<file path="src/rtl/itlbq_pkg.sv">
package itlbq_pkg;
  localparam int VA_W    = 32;
  localparam int PA_W    = 29;
  localparam int ASID_W  = 8;
  localparam int PG_SH   = 10;
  localparam int NUM_ENT = 4;
  localparam int IDX_W   = $clog2(NUM_ENT);
  localparam int LRU_W   = 6;
  localparam int SZ_W    = 2;
  localparam int VPN_W   = VA_W - PG_SH;
  localparam int PPN_W   = PA_W - PG_SH;
  localparam int CNT_W   = $clog2(NUM_ENT + 1);

  typedef struct packed {
    logic              v;
    logic [VPN_W-1:0]  vpn;
    logic [ASID_W-1:0] asid;
    logic [PPN_W-1:0]  ppn;
    logic [SZ_W-1:0]   sz;
    logic              sh;
    logic              pr;
  } tlb_ent_t;

  // number of offset bits for a page-size code
  function automatic int pg_bits(input logic [SZ_W-1:0] sz);
    case (sz)
      2'd0:    pg_bits = PG_SH;
      2'd1:    pg_bits = PG_SH + 2;
      2'd2:    pg_bits = PG_SH + 6;
      default: pg_bits = PG_SH + 10;
    endcase
  endfunction

  function automatic logic [VA_W-1:0] va_off_mask(input logic [SZ_W-1:0] sz);
    va_off_mask = ~({VA_W{1'b1}} << pg_bits(sz));
  endfunction

  function automatic logic [PA_W-1:0] pa_off_mask(input logic [SZ_W-1:0] sz);
    pa_off_mask = ~({PA_W{1'b1}} << pg_bits(sz));
  endfunction

  // ordering-field update applied when entry k becomes most recent
  function automatic logic [LRU_W-1:0] lru_touch(input logic [LRU_W-1:0] s,
                                                 input logic [IDX_W-1:0] k);
    case (k)
      2'd0:    lru_touch = s & 6'b000111;
      2'd1:    lru_touch = (s & 6'b111001) | 6'b100000;
      2'd2:    lru_touch = (s & 6'b111110) | 6'b010100;
      default: lru_touch = s | 6'b001011;
    endcase
  endfunction
endpackage

</file>
<file path="src/rtl/itlbq_lru.sv">
module itlbq_lru
  import itlbq_pkg::*;
(
  input  logic             clk,
  input  logic             rst_n,
  input  logic             ld_en,
  input  logic [LRU_W-1:0] ld_val,
  input  logic             upd_en,
  input  logic [IDX_W-1:0] upd_idx,
  output logic [LRU_W-1:0] state,
  output logic [IDX_W-1:0] victim,
  output logic             bad
);
  logic [LRU_W-1:0] state_q, state_d;

  always_comb begin
    state_d = state_q;
    if (ld_en)       state_d = ld_val;
    else if (upd_en) state_d = lru_touch(state_q, upd_idx);
  end

  always_ff @(posedge clk or negedge rst_n) begin
    if (!rst_n)                state_q <= '0;
    else if (ld_en || upd_en)  state_q <= state_d;
  end

  // victim decode, priority from slot 0 upward
  always_comb begin
    bad    = 1'b0;
    victim = '0;
    if (state_q[5:3] == 3'b111)
      victim = 2'd0;
    else if (!state_q[5] && state_q[2] && state_q[1])
      victim = 2'd1;
    else if (!state_q[4] && !state_q[2] && state_q[0])
      victim = 2'd2;
    else if (!state_q[3] && !state_q[1] && !state_q[0])
      victim = 2'd3;
    else begin
      bad    = 1'b1;
      victim = 2'd0;
    end
  end

  assign state = state_q;
endmodule

</file>
<file path="src/rtl/itlbq_cam.sv">
module itlbq_cam
  import itlbq_pkg::*;
(
  input  logic [VA_W-1:0]   va,
  input  logic [ASID_W-1:0] asid,
  input  logic              asid_chk,
  input  logic [NUM_ENT-1:0] v_vec,
  input  logic [NUM_ENT-1:0] sh_vec,
  input  logic [VPN_W-1:0]  vpn_arr  [NUM_ENT],
  input  logic [ASID_W-1:0] asid_arr [NUM_ENT],
  input  logic [SZ_W-1:0]   sz_arr   [NUM_ENT],
  output logic [NUM_ENT-1:0] match_vec,
  output logic              any_match,
  output logic              multi_match,
  output logic [IDX_W-1:0]  match_idx
);
  for (genvar e = 0; e < NUM_ENT; e++) begin : g_cmp
    logic [VA_W-1:0] base_w;
    logic            tag_ok;
    logic            rng_ok;
    assign base_w = {vpn_arr[e], {PG_SH{1'b0}}};
    assign tag_ok = !asid_chk || sh_vec[e] || (asid_arr[e] == asid);
    assign rng_ok = ((va ^ base_w) & ~va_off_mask(sz_arr[e])) == '0;
    assign match_vec[e] = v_vec[e] && tag_ok && rng_ok;
  end

  logic [CNT_W-1:0] cnt;

  always_comb begin
    cnt       = '0;
    match_idx = '0;
    for (int e = 0; e < NUM_ENT; e++) begin
      if (match_vec[e]) begin
        cnt       = cnt + CNT_W'(1);
        match_idx = IDX_W'(e);
      end
    end
  end

  assign any_match   = (cnt != '0);
  assign multi_match = (cnt > CNT_W'(1));
endmodule

</file>
<file path="src/rtl/itlbq_store.sv">
module itlbq_store
  import itlbq_pkg::*;
(
  input  logic             clk,
  input  logic             rst_n,
  input  logic             wr_en,
  input  logic [IDX_W-1:0] wr_idx,
  input  tlb_ent_t         wr_ent,
  output tlb_ent_t         ents [NUM_ENT]
);
  tlb_ent_t ent_q [NUM_ENT];
  tlb_ent_t ent_d [NUM_ENT];

  always_comb begin
    for (int e = 0; e < NUM_ENT; e++) begin
      ent_d[e] = ent_q[e];
      if (wr_en && (wr_idx == IDX_W'(e))) ent_d[e] = wr_ent;
    end
  end

  always_ff @(posedge clk or negedge rst_n) begin
    if (!rst_n) begin
      for (int e = 0; e < NUM_ENT; e++) ent_q[e] <= '0;
    end else if (wr_en) begin
      for (int e = 0; e < NUM_ENT; e++) ent_q[e] <= ent_d[e];
    end
  end

  assign ents = ent_q;
endmodule

</file>
<file path="src/rtl/itlb_quad.sv">
module itlb_quad
  import itlbq_pkg::*;
(
  input  logic              clk,
  input  logic              rst_n,
  input  logic              lk_valid,
  input  logic [VA_W-1:0]   lk_vaddr,
  input  logic [ASID_W-1:0] lk_asid,
  input  logic              lk_asid_chk,
  output logic              lk_hit,
  output logic              lk_miss,
  output logic              lk_multi,
  output logic [IDX_W-1:0]  lk_idx,
  output logic [PA_W-1:0]   lk_paddr,
  output logic              lk_user_x,
  input  logic              rf_valid,
  input  logic [VPN_W-1:0]  rf_vpn,
  input  logic [ASID_W-1:0] rf_asid,
  input  logic [PPN_W-1:0]  rf_ppn,
  input  logic [SZ_W-1:0]   rf_sz,
  input  logic              rf_sh,
  input  logic              rf_pr,
  output logic [IDX_W-1:0]  victim_idx,
  output logic              lru_err,
  input  logic              mm_we,
  input  logic              mm_sel,
  input  logic [IDX_W-1:0]  mm_idx,
  input  logic [31:0]       mm_wdata,
  output logic [31:0]       mm_rdata,
  input  logic              lru_we,
  input  logic [LRU_W-1:0]  lru_wdata,
  output logic [LRU_W-1:0]  lru_state
);
  tlb_ent_t ents [NUM_ENT];
  tlb_ent_t wr_ent, mm_ent, rf_ent, hit_ent, sel_ent;
  logic             wr_en;
  logic [IDX_W-1:0] wr_idx;

  logic [NUM_ENT-1:0] v_vec, sh_vec, match_vec;
  logic [VPN_W-1:0]   vpn_arr  [NUM_ENT];
  logic [ASID_W-1:0]  asid_arr [NUM_ENT];
  logic [SZ_W-1:0]    sz_arr   [NUM_ENT];
  logic               any_match, multi_match;
  logic [IDX_W-1:0]   match_idx;

  logic act_mm, act_rf, act_hit;
  logic [PA_W-1:0] pmask;

  logic unused_wbits;
  assign unused_wbits = ^{mm_wdata[9], mm_wdata[4:2], mm_wdata[0], match_vec};

  // fan entry fields out to the comparators
  for (genvar e = 0; e < NUM_ENT; e++) begin : g_fan
    assign v_vec[e]    = ents[e].v;
    assign sh_vec[e]   = ents[e].sh;
    assign vpn_arr[e]  = ents[e].vpn;
    assign asid_arr[e] = ents[e].asid;
    assign sz_arr[e]   = ents[e].sz;
  end

  itlbq_cam u_cam (
    .va          (lk_vaddr),
    .asid        (lk_asid),
    .asid_chk    (lk_asid_chk),
    .v_vec       (v_vec),
    .sh_vec      (sh_vec),
    .vpn_arr     (vpn_arr),
    .asid_arr    (asid_arr),
    .sz_arr      (sz_arr),
    .match_vec   (match_vec),
    .any_match   (any_match),
    .multi_match (multi_match),
    .match_idx   (match_idx)
  );

  // lookup outcome
  assign lk_hit   = lk_valid && any_match && !multi_match;
  assign lk_miss  = lk_valid && !any_match;
  assign lk_multi = lk_valid && multi_match;
  assign lk_idx   = lk_hit ? match_idx : '0;

  assign hit_ent   = ents[match_idx];
  assign pmask     = pa_off_mask(hit_ent.sz);
  assign lk_paddr  = lk_hit ? (({hit_ent.ppn, {PG_SH{1'b0}}} & ~pmask) |
                               (lk_vaddr[PA_W-1:0] & pmask)) : '0;
  assign lk_user_x = lk_hit && hit_ent.pr;

  // one action per cycle: load > mm write > refill > lookup update
  assign act_mm  = mm_we && !lru_we;
  assign act_rf  = rf_valid && !lru_we && !mm_we;
  assign act_hit = lk_hit && !lru_we && !mm_we && !rf_valid;

  // memory-mapped write merges one word into the selected entry
  assign sel_ent = ents[mm_idx];

  always_comb begin
    mm_ent = sel_ent;
    if (!mm_sel) begin
      mm_ent.vpn  = mm_wdata[VA_W-1:PG_SH];
      mm_ent.v    = mm_wdata[8];
      mm_ent.asid = mm_wdata[ASID_W-1:0];
    end else begin
      mm_ent.ppn  = mm_wdata[PA_W-1:PG_SH];
      mm_ent.v    = mm_wdata[8];
      mm_ent.sz   = mm_wdata[7:6];
      mm_ent.pr   = mm_wdata[5];
      mm_ent.sh   = mm_wdata[1];
    end
  end

  always_comb begin
    rf_ent.v    = 1'b1;
    rf_ent.vpn  = rf_vpn;
    rf_ent.asid = rf_asid;
    rf_ent.ppn  = rf_ppn;
    rf_ent.sz   = rf_sz;
    rf_ent.sh   = rf_sh;
    rf_ent.pr   = rf_pr;
  end

  assign wr_en  = act_mm || act_rf;
  assign wr_idx = act_mm ? mm_idx : victim_idx;
  assign wr_ent = act_mm ? mm_ent : rf_ent;

  itlbq_store u_store (
    .clk    (clk),
    .rst_n  (rst_n),
    .wr_en  (wr_en),
    .wr_idx (wr_idx),
    .wr_ent (wr_ent),
    .ents   (ents)
  );

  itlbq_lru u_lru (
    .clk     (clk),
    .rst_n   (rst_n),
    .ld_en   (lru_we),
    .ld_val  (lru_wdata),
    .upd_en  (act_rf || act_hit),
    .upd_idx (act_rf ? victim_idx : match_idx),
    .state   (lru_state),
    .victim  (victim_idx),
    .bad     (lru_err)
  );

  // memory-mapped read
  always_comb begin
    if (!mm_sel)
      mm_rdata = {sel_ent.vpn, 1'b0, sel_ent.v, sel_ent.asid};
    else
      mm_rdata = {{(32-PA_W){1'b0}}, sel_ent.ppn, 1'b0, sel_ent.v,
                  sel_ent.sz, sel_ent.pr, 3'b000, sel_ent.sh, 1'b0};
  end
endmodule

</file>
<file path="config.mk">
export PLATFORM = sky130hd
export DESIGN_NAME = itlb_quad
export DESIGN_NICKNAME = d
export VERILOG_FILES = /design/src/rtl/itlbq_pkg.sv /design/src/rtl/itlbq_lru.sv /design/src/rtl/itlbq_cam.sv /design/src/rtl/itlbq_store.sv /design/src/rtl/itlb_quad.sv
export SDC_FILE = /design/constraint.sdc
export NUM_CORES = 1
export LEC_CHECK = 0
export CAP_MARGIN = 15
export CORE_MARGIN = 5
export CORE_UTILIZATION = 55
export CTS_CLUSTER_SIZE = 40
export DETAILED_ROUTE_END_ITERATION = 8
export GPL_ROUTABILITY_DRIVEN = 0
export GPL_TIMING_DRIVEN = 0
export PLACE_DENSITY_LB_ADDON = 0.08
export SLEW_MARGIN = 20
export SYNTH_ARGS = -nofsm -noshare
export SYNTH_HDL_FRONTEND = slang
export SYNTH_SLANG_ARGS = --single-unit
</file>
<file path="constraint.sdc">
create_clock -name clk -period 21.8 [get_ports clk]
set_input_delay 5.45 -clock clk [delete_from_list [all_inputs] [get_ports clk]]
set_output_delay 5.45 -clock clk [all_outputs]
set_load 0.005 [all_outputs]
</file>
; Word-level counts from Yosys, hierarchy flattened
; Cells that the tools add are included.
[classes]
n_reduce_logical = 78
n_shift = 5
magnitude_cmp = 3
n_mux = 37
eq_ne = 23
bitwise_logic = 23
addsub = 3
[op_table]
columns = cell, n
row1 = $not A32 Y32, 8
row2 = $bmux W54 S2, 2
row3 = $mux W54, 3
row4 = $and A32 B32 Y32, 4
row5 = $logic_not A32 Y1, 4
row6 = $shl A32 B5 Y32 const A, 4
row7 = $xor A32 B32 Y32, 4
row8 = $pmux W5 S3, 5
row9 = $mux W23, 3
row10 = $and A29 B29 Y29, 2
row11 = $not A29 Y29, 2
row12 = $eq A8 B8 Y1, 4
row13 = $mux W32, 1
row14 = $shl A29 B32 Y29 const A, 1
row15 = $mux W30, 1
row16 = $logic_and A1 B1 Y1, 29
row17 = $mux W29, 1
row18 = $or A29 B29 Y29, 1
row19 = $reduce_and A4 Y1, 6
row20 = $mux W2, 9
row21 = $pmux W6 S3, 1
row22 = $eq A2 B2 Y1 const B, 8
row23 = $eq A2 B1 Y1 const B, 7
row24 = $logic_not A2 Y1, 7
row25 = 15 further kinds, 55
[totals]
regBits = 222
word_cells = 206
output_inout_bits = 76

; Logic depth before layout (Yosys ltp)
[logic_depth]
word_depth = 24
ltp_mapped = 19
ltp_nobuf = 16

; Hierarchy
; A second synthesis with hierarchy kept.
[hier_totals]
hier_cells = 1096
area_unflattened_um2 = 13872.1
[by_module_without_submodules]
columns = module, cells_per_inst, instances, seq_area_each_um2, area_each_um2
row1 = itlbq_store, 459, 1, 5405.2, 8091.5
row2 = itlb_quad, 374, 1, 0.0, 3633.5
row3 = itlbq_cam, 223, 1, 0.0, 1799.2
row4 = itlbq_lru, 40, 1, 150.1, 347.8

; Worst setup path after synthesis
; No wires, ideal clock.
[synth_timing]
path_kind = input port to output port
from = in lk_vaddr[28]
to = out lk_paddr[12]
setup_slack_ps = 7319
arrival_time_ps = 9031
required_ps = 16350
stages = 17
n_path_buf = 5
cell_sequence = clkbuf_1 > xnor2_1 > nand4_1 > or4_4 > a211o_1 > buf_6 > clkbuf_1 > inv_1 > ha_1 > xnor2_1 > ha_1 > nand2b_1 > o31ai_1 > nand4_1 > buf_2 > buf_2 > a211oi_1
[synth_via]
elab_chain_len = 19
word_cells_on_any_way = 46
cone_classes = add/sub (3) / order compare (1) / eq/ne (2) / shift (1) / mux (12) / bitwise (14) / reduce/logical (13)
[synth_rtl]
columns = element, line_no
row1 = start: declaration, itlb_quad.sv:7  ; input logic [VA_W-1:0] lk_vaddr,
row2 = $xor A32 B32 Y32, itlbq_cam.sv:23  ; assign rng_ok = ((va ^ base_w) & ~va_off_mask(sz_arr[e])) == '0;
row3 = $and A32 B32 Y32, itlbq_cam.sv:23
row4 = $logic_not A32 Y1, itlbq_cam.sv:23
row5 = $logic_and A1 B1 Y1, itlbq_cam.sv:24  ; assign match_vec[e] = v_vec[e] && tag_ok && rng_ok;
row6 = $mux W1, itlbq_cam.sv:33  ; if (match_vec[e]) begin
row7 = $mux W2 (2 in series), itlbq_cam.sv:33
row8 = $not A2 Y3 (implied by the code), itlb_quad.sv:82  ; assign hit_ent = ents[match_idx];
row9 = $bmux W54 S2, itlb_quad.sv:82
row10 = $mux W23 (implied by the code) (2 in series), itlb_quad.sv:82
row11 = "$eq A2 B2 Y1, or another cell as far along", itlbq_pkg.sv:26  ; case (sz)
row12 = $pmux W5 S3, itlbq_pkg.sv:26
row13 = $shl A29 B32 Y29, itlbq_pkg.sv:39  ; pa_off_mask = ~({PA_W{1'b1}} << pg_bits(sz));
row14 = $not A29 Y29, itlbq_pkg.sv:39
row15 = $not A29 Y29, itlb_quad.sv:84  ; assign lk_paddr = lk_hit ? (({hit_ent.ppn, {PG_SH{1'b0}}} & ~pmask) |
row16 = $and A29 B29 Y29, itlb_quad.sv:84
row17 = $or A29 B29 Y29, itlb_quad.sv:84
row18 = $mux W29 *, itlb_quad.sv:84
row19 = end: declaration, itlb_quad.sv:14  ; output logic [PA_W-1:0] lk_paddr,
; Every way passes the cells marked *; elsewhere a longest branch is shown, timed or not. The select of a mux whose other input is x is not followed.

; Final worst setup path
[layout_timing]
from = in lk_asid[1]
to = out lk_paddr[12]
[layout_via]
elab_chain_len = 19
word_cells_on_any_way = 46
cone_classes = add/sub (3) / order compare (1) / eq/ne (6) / shift (1) / mux (12) / bitwise (6) / reduce/logical (17)
[layout_rtl]
columns = element, line_no
row1 = start: declaration, itlb_quad.sv:8  ; input logic [ASID_W-1:0] lk_asid,
row2 = $eq A8 B8 Y1, itlbq_cam.sv:22  ; assign tag_ok = !asid_chk || sh_vec[e] || (asid_arr[e] == asid);
row3 = $logic_or A1 B1 Y1, itlbq_cam.sv:22
row4 = $logic_and A1 B1 Y1 (2 in series), itlbq_cam.sv:24
row5 = $mux W1, itlbq_cam.sv:33
row6 = $mux W2 (2 in series), itlbq_cam.sv:33
row7 = $not A2 Y3 (implied by the code), itlb_quad.sv:82
row8 = $bmux W54 S2, itlb_quad.sv:82
row9 = $mux W23 (implied by the code) (2 in series), itlb_quad.sv:82
row10 = "$eq A2 B2 Y1, or another cell as far along", itlbq_pkg.sv:26
row11 = $pmux W5 S3, itlbq_pkg.sv:26
row12 = $shl A29 B32 Y29, itlbq_pkg.sv:39
row13 = $not A29 Y29, itlbq_pkg.sv:39
row14 = $not A29 Y29, itlb_quad.sv:84
row15 = $and A29 B29 Y29, itlb_quad.sv:84
row16 = $or A29 B29 Y29, itlb_quad.sv:84
row17 = $mux W29 *, itlb_quad.sv:84
; Marked as above.

==> metrics.cfg <==
[power]
netSwitchingPower_mw=0.589
p_leak_nw=7.11
cellPowerDensity_nw_per_um2=102
internal-power_mw=1.11
irDropWorstVdd_uv=47.5
p_comb_share_pct=31.6
clkPwrFrac_pct=28.4
finalPower_mw=1.70
p_seq_share_pct=40.0
switching_share_pct=34.6

[timing]
final-setup-viol-count=0
fin_setup_tns_ns=0
clock_skew_ns=0.00861
rsz0062_at_grt=no
maxSlewHeadroom_pct=28.4
min_period_over_period_pct=77.4
worstMarginPinSlew_ns=1.07
report.final.slew_viol_count=0
max_freq_ghz=0.0592
period_needed_ns=16.88
final_hold_viol_count=0

[hold_path]
hold_depth=2
whs_endpoint=u_store.ents[8]
hold_path.class=flop to flop
hp-start=u_store.ents[8]

[outcome]
status=completed

[logic_synthesis]
syn_nets=1588
syn-mean-instance-area_um2=9.32
synth_flop_cell=dfrtp_1
ys_ff_latch=222
ys_async_sr_fraction_pct=100
netlist_instances=1445
synth_top_area_share_pct=41.3
synth_warnings=0
synth-edff-count=0
synth_area_leader_cell=dfrtp_1
ys_types=58
syn_area_um2=13500
ys_seq_area_share_pct=41.3
ys_top_cells_by_area=dfrtp_1 41%, mux4_2 9.0%, o21ai_0 8.7%

[worst_setup_path]
crit_required_ns=16.35
crit_family=buffers and inverters
cp-start-kind=input port
cp_num_buf_inv=7
worstPathArrival_ns=11.43
r2r_cells=16
critPathSlowestCell=a211oi_1
path_cells=clkdlybuf4s50_1, xor2_1, nor4_1, a211oi_1, a211o_1, buf_6, clkbuf_1, inv_1, ha_1, nand4_1, nor4_1, nand3_1, o31ai_1, nand4_1, buf_2, buf_2, a211oi_1, clkdlybuf4s50_1
cp_max_fo=10
reg2reg_setup_slack_ns=16.74
critPathMaxStageDelay_ns=0.69
reg2reg_from=u_store.ents[136]
worstSetupPathType=input port to output port
timing.rr.end=u_lru.state[1]
cp-end-kind=output port

[routing]
first_pass_iters=5
wl_per_cell_um=25.5
postRouteAntennaNets=0
dr_total_vias=13000
drc=0
viasPerCell=6.48
drt_iter0_markers=1484
postRouteWirelength_mm=51.1

[floorplan]
fp.dieH_um=166
core_um2=24200
start_util_pct=55.7
ios=217
die_w_um=166
placementRows=57
dieArea_um2=27700

[cts]
htreeDepth=1
hold_buffers=0
cts_tree=yes
cts.path.max_buffers=3
cts.sinks=222
clockRootBuffer=clkbuf_16
postCtsSetupRepairBufs=0
cts_resized=0
clk_latency_ns=0.54
path_clk_slew_ns=0.06
cts_made_buffers=27

[layout]
area.growth.synth_to_final_pct=24.4
fin_nets=1806
fill_cells=1915
drive_gt1_share_pct=9.88
n_antenna_cell=0

[grt]
grt_use_met3_pct=8.56
overflow=0
grt_pass1_wl_mm=77.4
grt_pass1_vias=13100
grt_use_met1_pct=47.3
grt.busiest_layer=met2
grt_use_total_pct=35.8
grt_max_degree=95
antenna_found_initial=0
grt.met2_usage_pct=55.0

[placed_design]
dp.final_hpwl_mm=37.9
port_buffers=187

[run]
max-cap-violations=0

==> state kept, by name, indices dropped and copies added, names as in the netlist <==
name,flops
u_lru.state,6
u_store.ents,216
==> cell usage in the layout (no fill, tap or decap), types with 14 or more instances in the layout <==
cell type / netlist / routed
o21ai_0: 234 / 234
a21oi_1: 85 / 85
dfrtp_1: 222 / 222
xor2_1: 34 / 34
mux4_2: 54 / 54
clkbuf_1: 89 / 92
nor2_1: 74 / 74
nor4_1: 14 / 14
buf_2: 17 / 17
nand4_1: 20 / 20
clkbuf_16: 0 / 27
mux2_2: 24 / 24
xnor2_1: 88 / 88
clkdlybuf4s50_1: 0 / 186
nand2_1: 262 / 262
mux2i_1: 73 / 73
==> per-layer routing <==
metal | vias up | routed length (um)
met5 | - | 0
met4 | 0 | 3140
met3 | 158 | 6020
met2 | 923 | 22900
met1 | 6410 | 19000
li1 | 5505 | -
==> cell families (layout without fill, tap and decap cells) <==
family / Yosys count / count (layout) / synth area share [%]
AND/OR/NAND/NOR: 434 / 434 / 14.2
AO/OA/AOI/OAI: 378 / 378 / 15.5
flip-flops: 222 / 222 / 41.3
multiplexers: 151 / 151 / 16.5
buffers and inverters: 134 / 370 / 4.31
XOR/XNOR: 123 / 123 / 8.06
adder cells (fa/ha/maj): 2 / 2 / 0.186
other: 1 / 1 / 0.0279
==> metrics by stage <==
stage	utilization, %	std cells	area, um^2	hold slack, ns	setup WS (ns)
2_1_floorplan	-	1445	13500	0.461	7.32
3_3_place_gp	65.1	1956	15700	0.477	5.19
3_5_place_dp	65.4	1958	15800	0.490	5.11
4_1_cts	69.2	2005	16700	0.503	5.12
5_1_grt	69.3	2005	16700	0.523	4.75
6_report	69.3	2005	16700	0.500	4.92
==> synthesized netlist by cell type (2+ instances only) <==
cell type,instances
and4_1,2
nor3_1,4
o21ai_0,234
inv_1,12
a211o_1,3
buf_1,7
a211oi_1,11
o31ai_1,4
o22ai_1,3
a21boi_0,2
clkbuf_1,89
or3_1,2
o211ai_1,11
a21o_1,2
mux2_2,24
xor2_1,34
nand4_1,20
nor4_1,14
a211oi_2,5
o32ai_1,3
nand3_1,13
a41oi_1,3
nor2b_1,10
nor3_2,4
a21oi_1,85
mux4_2,54
nor2_1,74
buf_2,17
ha_1,2
nand2b_1,5
xnor2_1,88
and2_1,12
nor2b_4,4
and3_1,4
dfrtp_1,222
nand2_1,262
buf_6,7
mux2i_1,73
==> layout make-up <==
cell class / count / area, um^2 / area share [%]
plain buffers: 121 / 533 / 3.18
clock buffers: 36 / 759 / 4.54
clock inverters: 11 / 183 / 1.09
inverters: 13 / 48.8 / 0.291
multi-input cells: 1089 / 7330 / 43.8
flip-flops and latches: 222 / 5560 / 33.2
well taps: 324 / 405 / 2.42
repair buffers: 189 / 1930 / 11.5
==> worst register-to-register path, stage by stage, from the launching register on <==
cell      delay (ns)
dfrtp_1         0.42
xor2_1          0.21
nor4_1          0.07
a211oi_1        0.69
a211o_1         0.20
buf_6           0.13
clkbuf_1        0.68
inv_1           0.11
ha_1            0.49
nand4_1         0.13
nor4_1          0.30
nand3_1         0.20
o31ai_1         0.43
nand4_1         0.23
buf_2           0.25
a211oi_1        0.26
o311ai_1        0.11
==> how the worst max path moves through the flow <==
| stage | from | endpoint | slack, ns | cells past startpoint |
|---|---|---|---|---|
| floorplan | lk_vaddr[28] | lk_paddr[12] | 7.32 | 17 |
| global placement | lk_asid[0] | lk_paddr[12] | 5.19 | 18 |
| detailed placement | lk_asid[0] | lk_paddr[12] | 5.11 | 18 |
| CTS | lk_asid[0] | lk_paddr[12] | 5.12 | 18 |
| global route | lk_asid[1] | lk_paddr[12] | 4.75 | 18 |
| finish | lk_asid[1] | lk_paddr[12] | 4.92 | 18 |
==> power by group through the flow <==
stage / Sequential (mW) / Clock [mW] / Combinational (mW)
after floorplan: 0.640 / 0 / 0.339
after global placement: 0.673 / 0 / 0.512
after detailed placement: 0.681 / 0 / 0.524
after CTS: 0.674 / 0.483 / 0.530
after global routing: 0.694 / 0.502 / 0.582
final: 0.680 / 0.483 / 0.538
(Power assumes the default switching activity.)
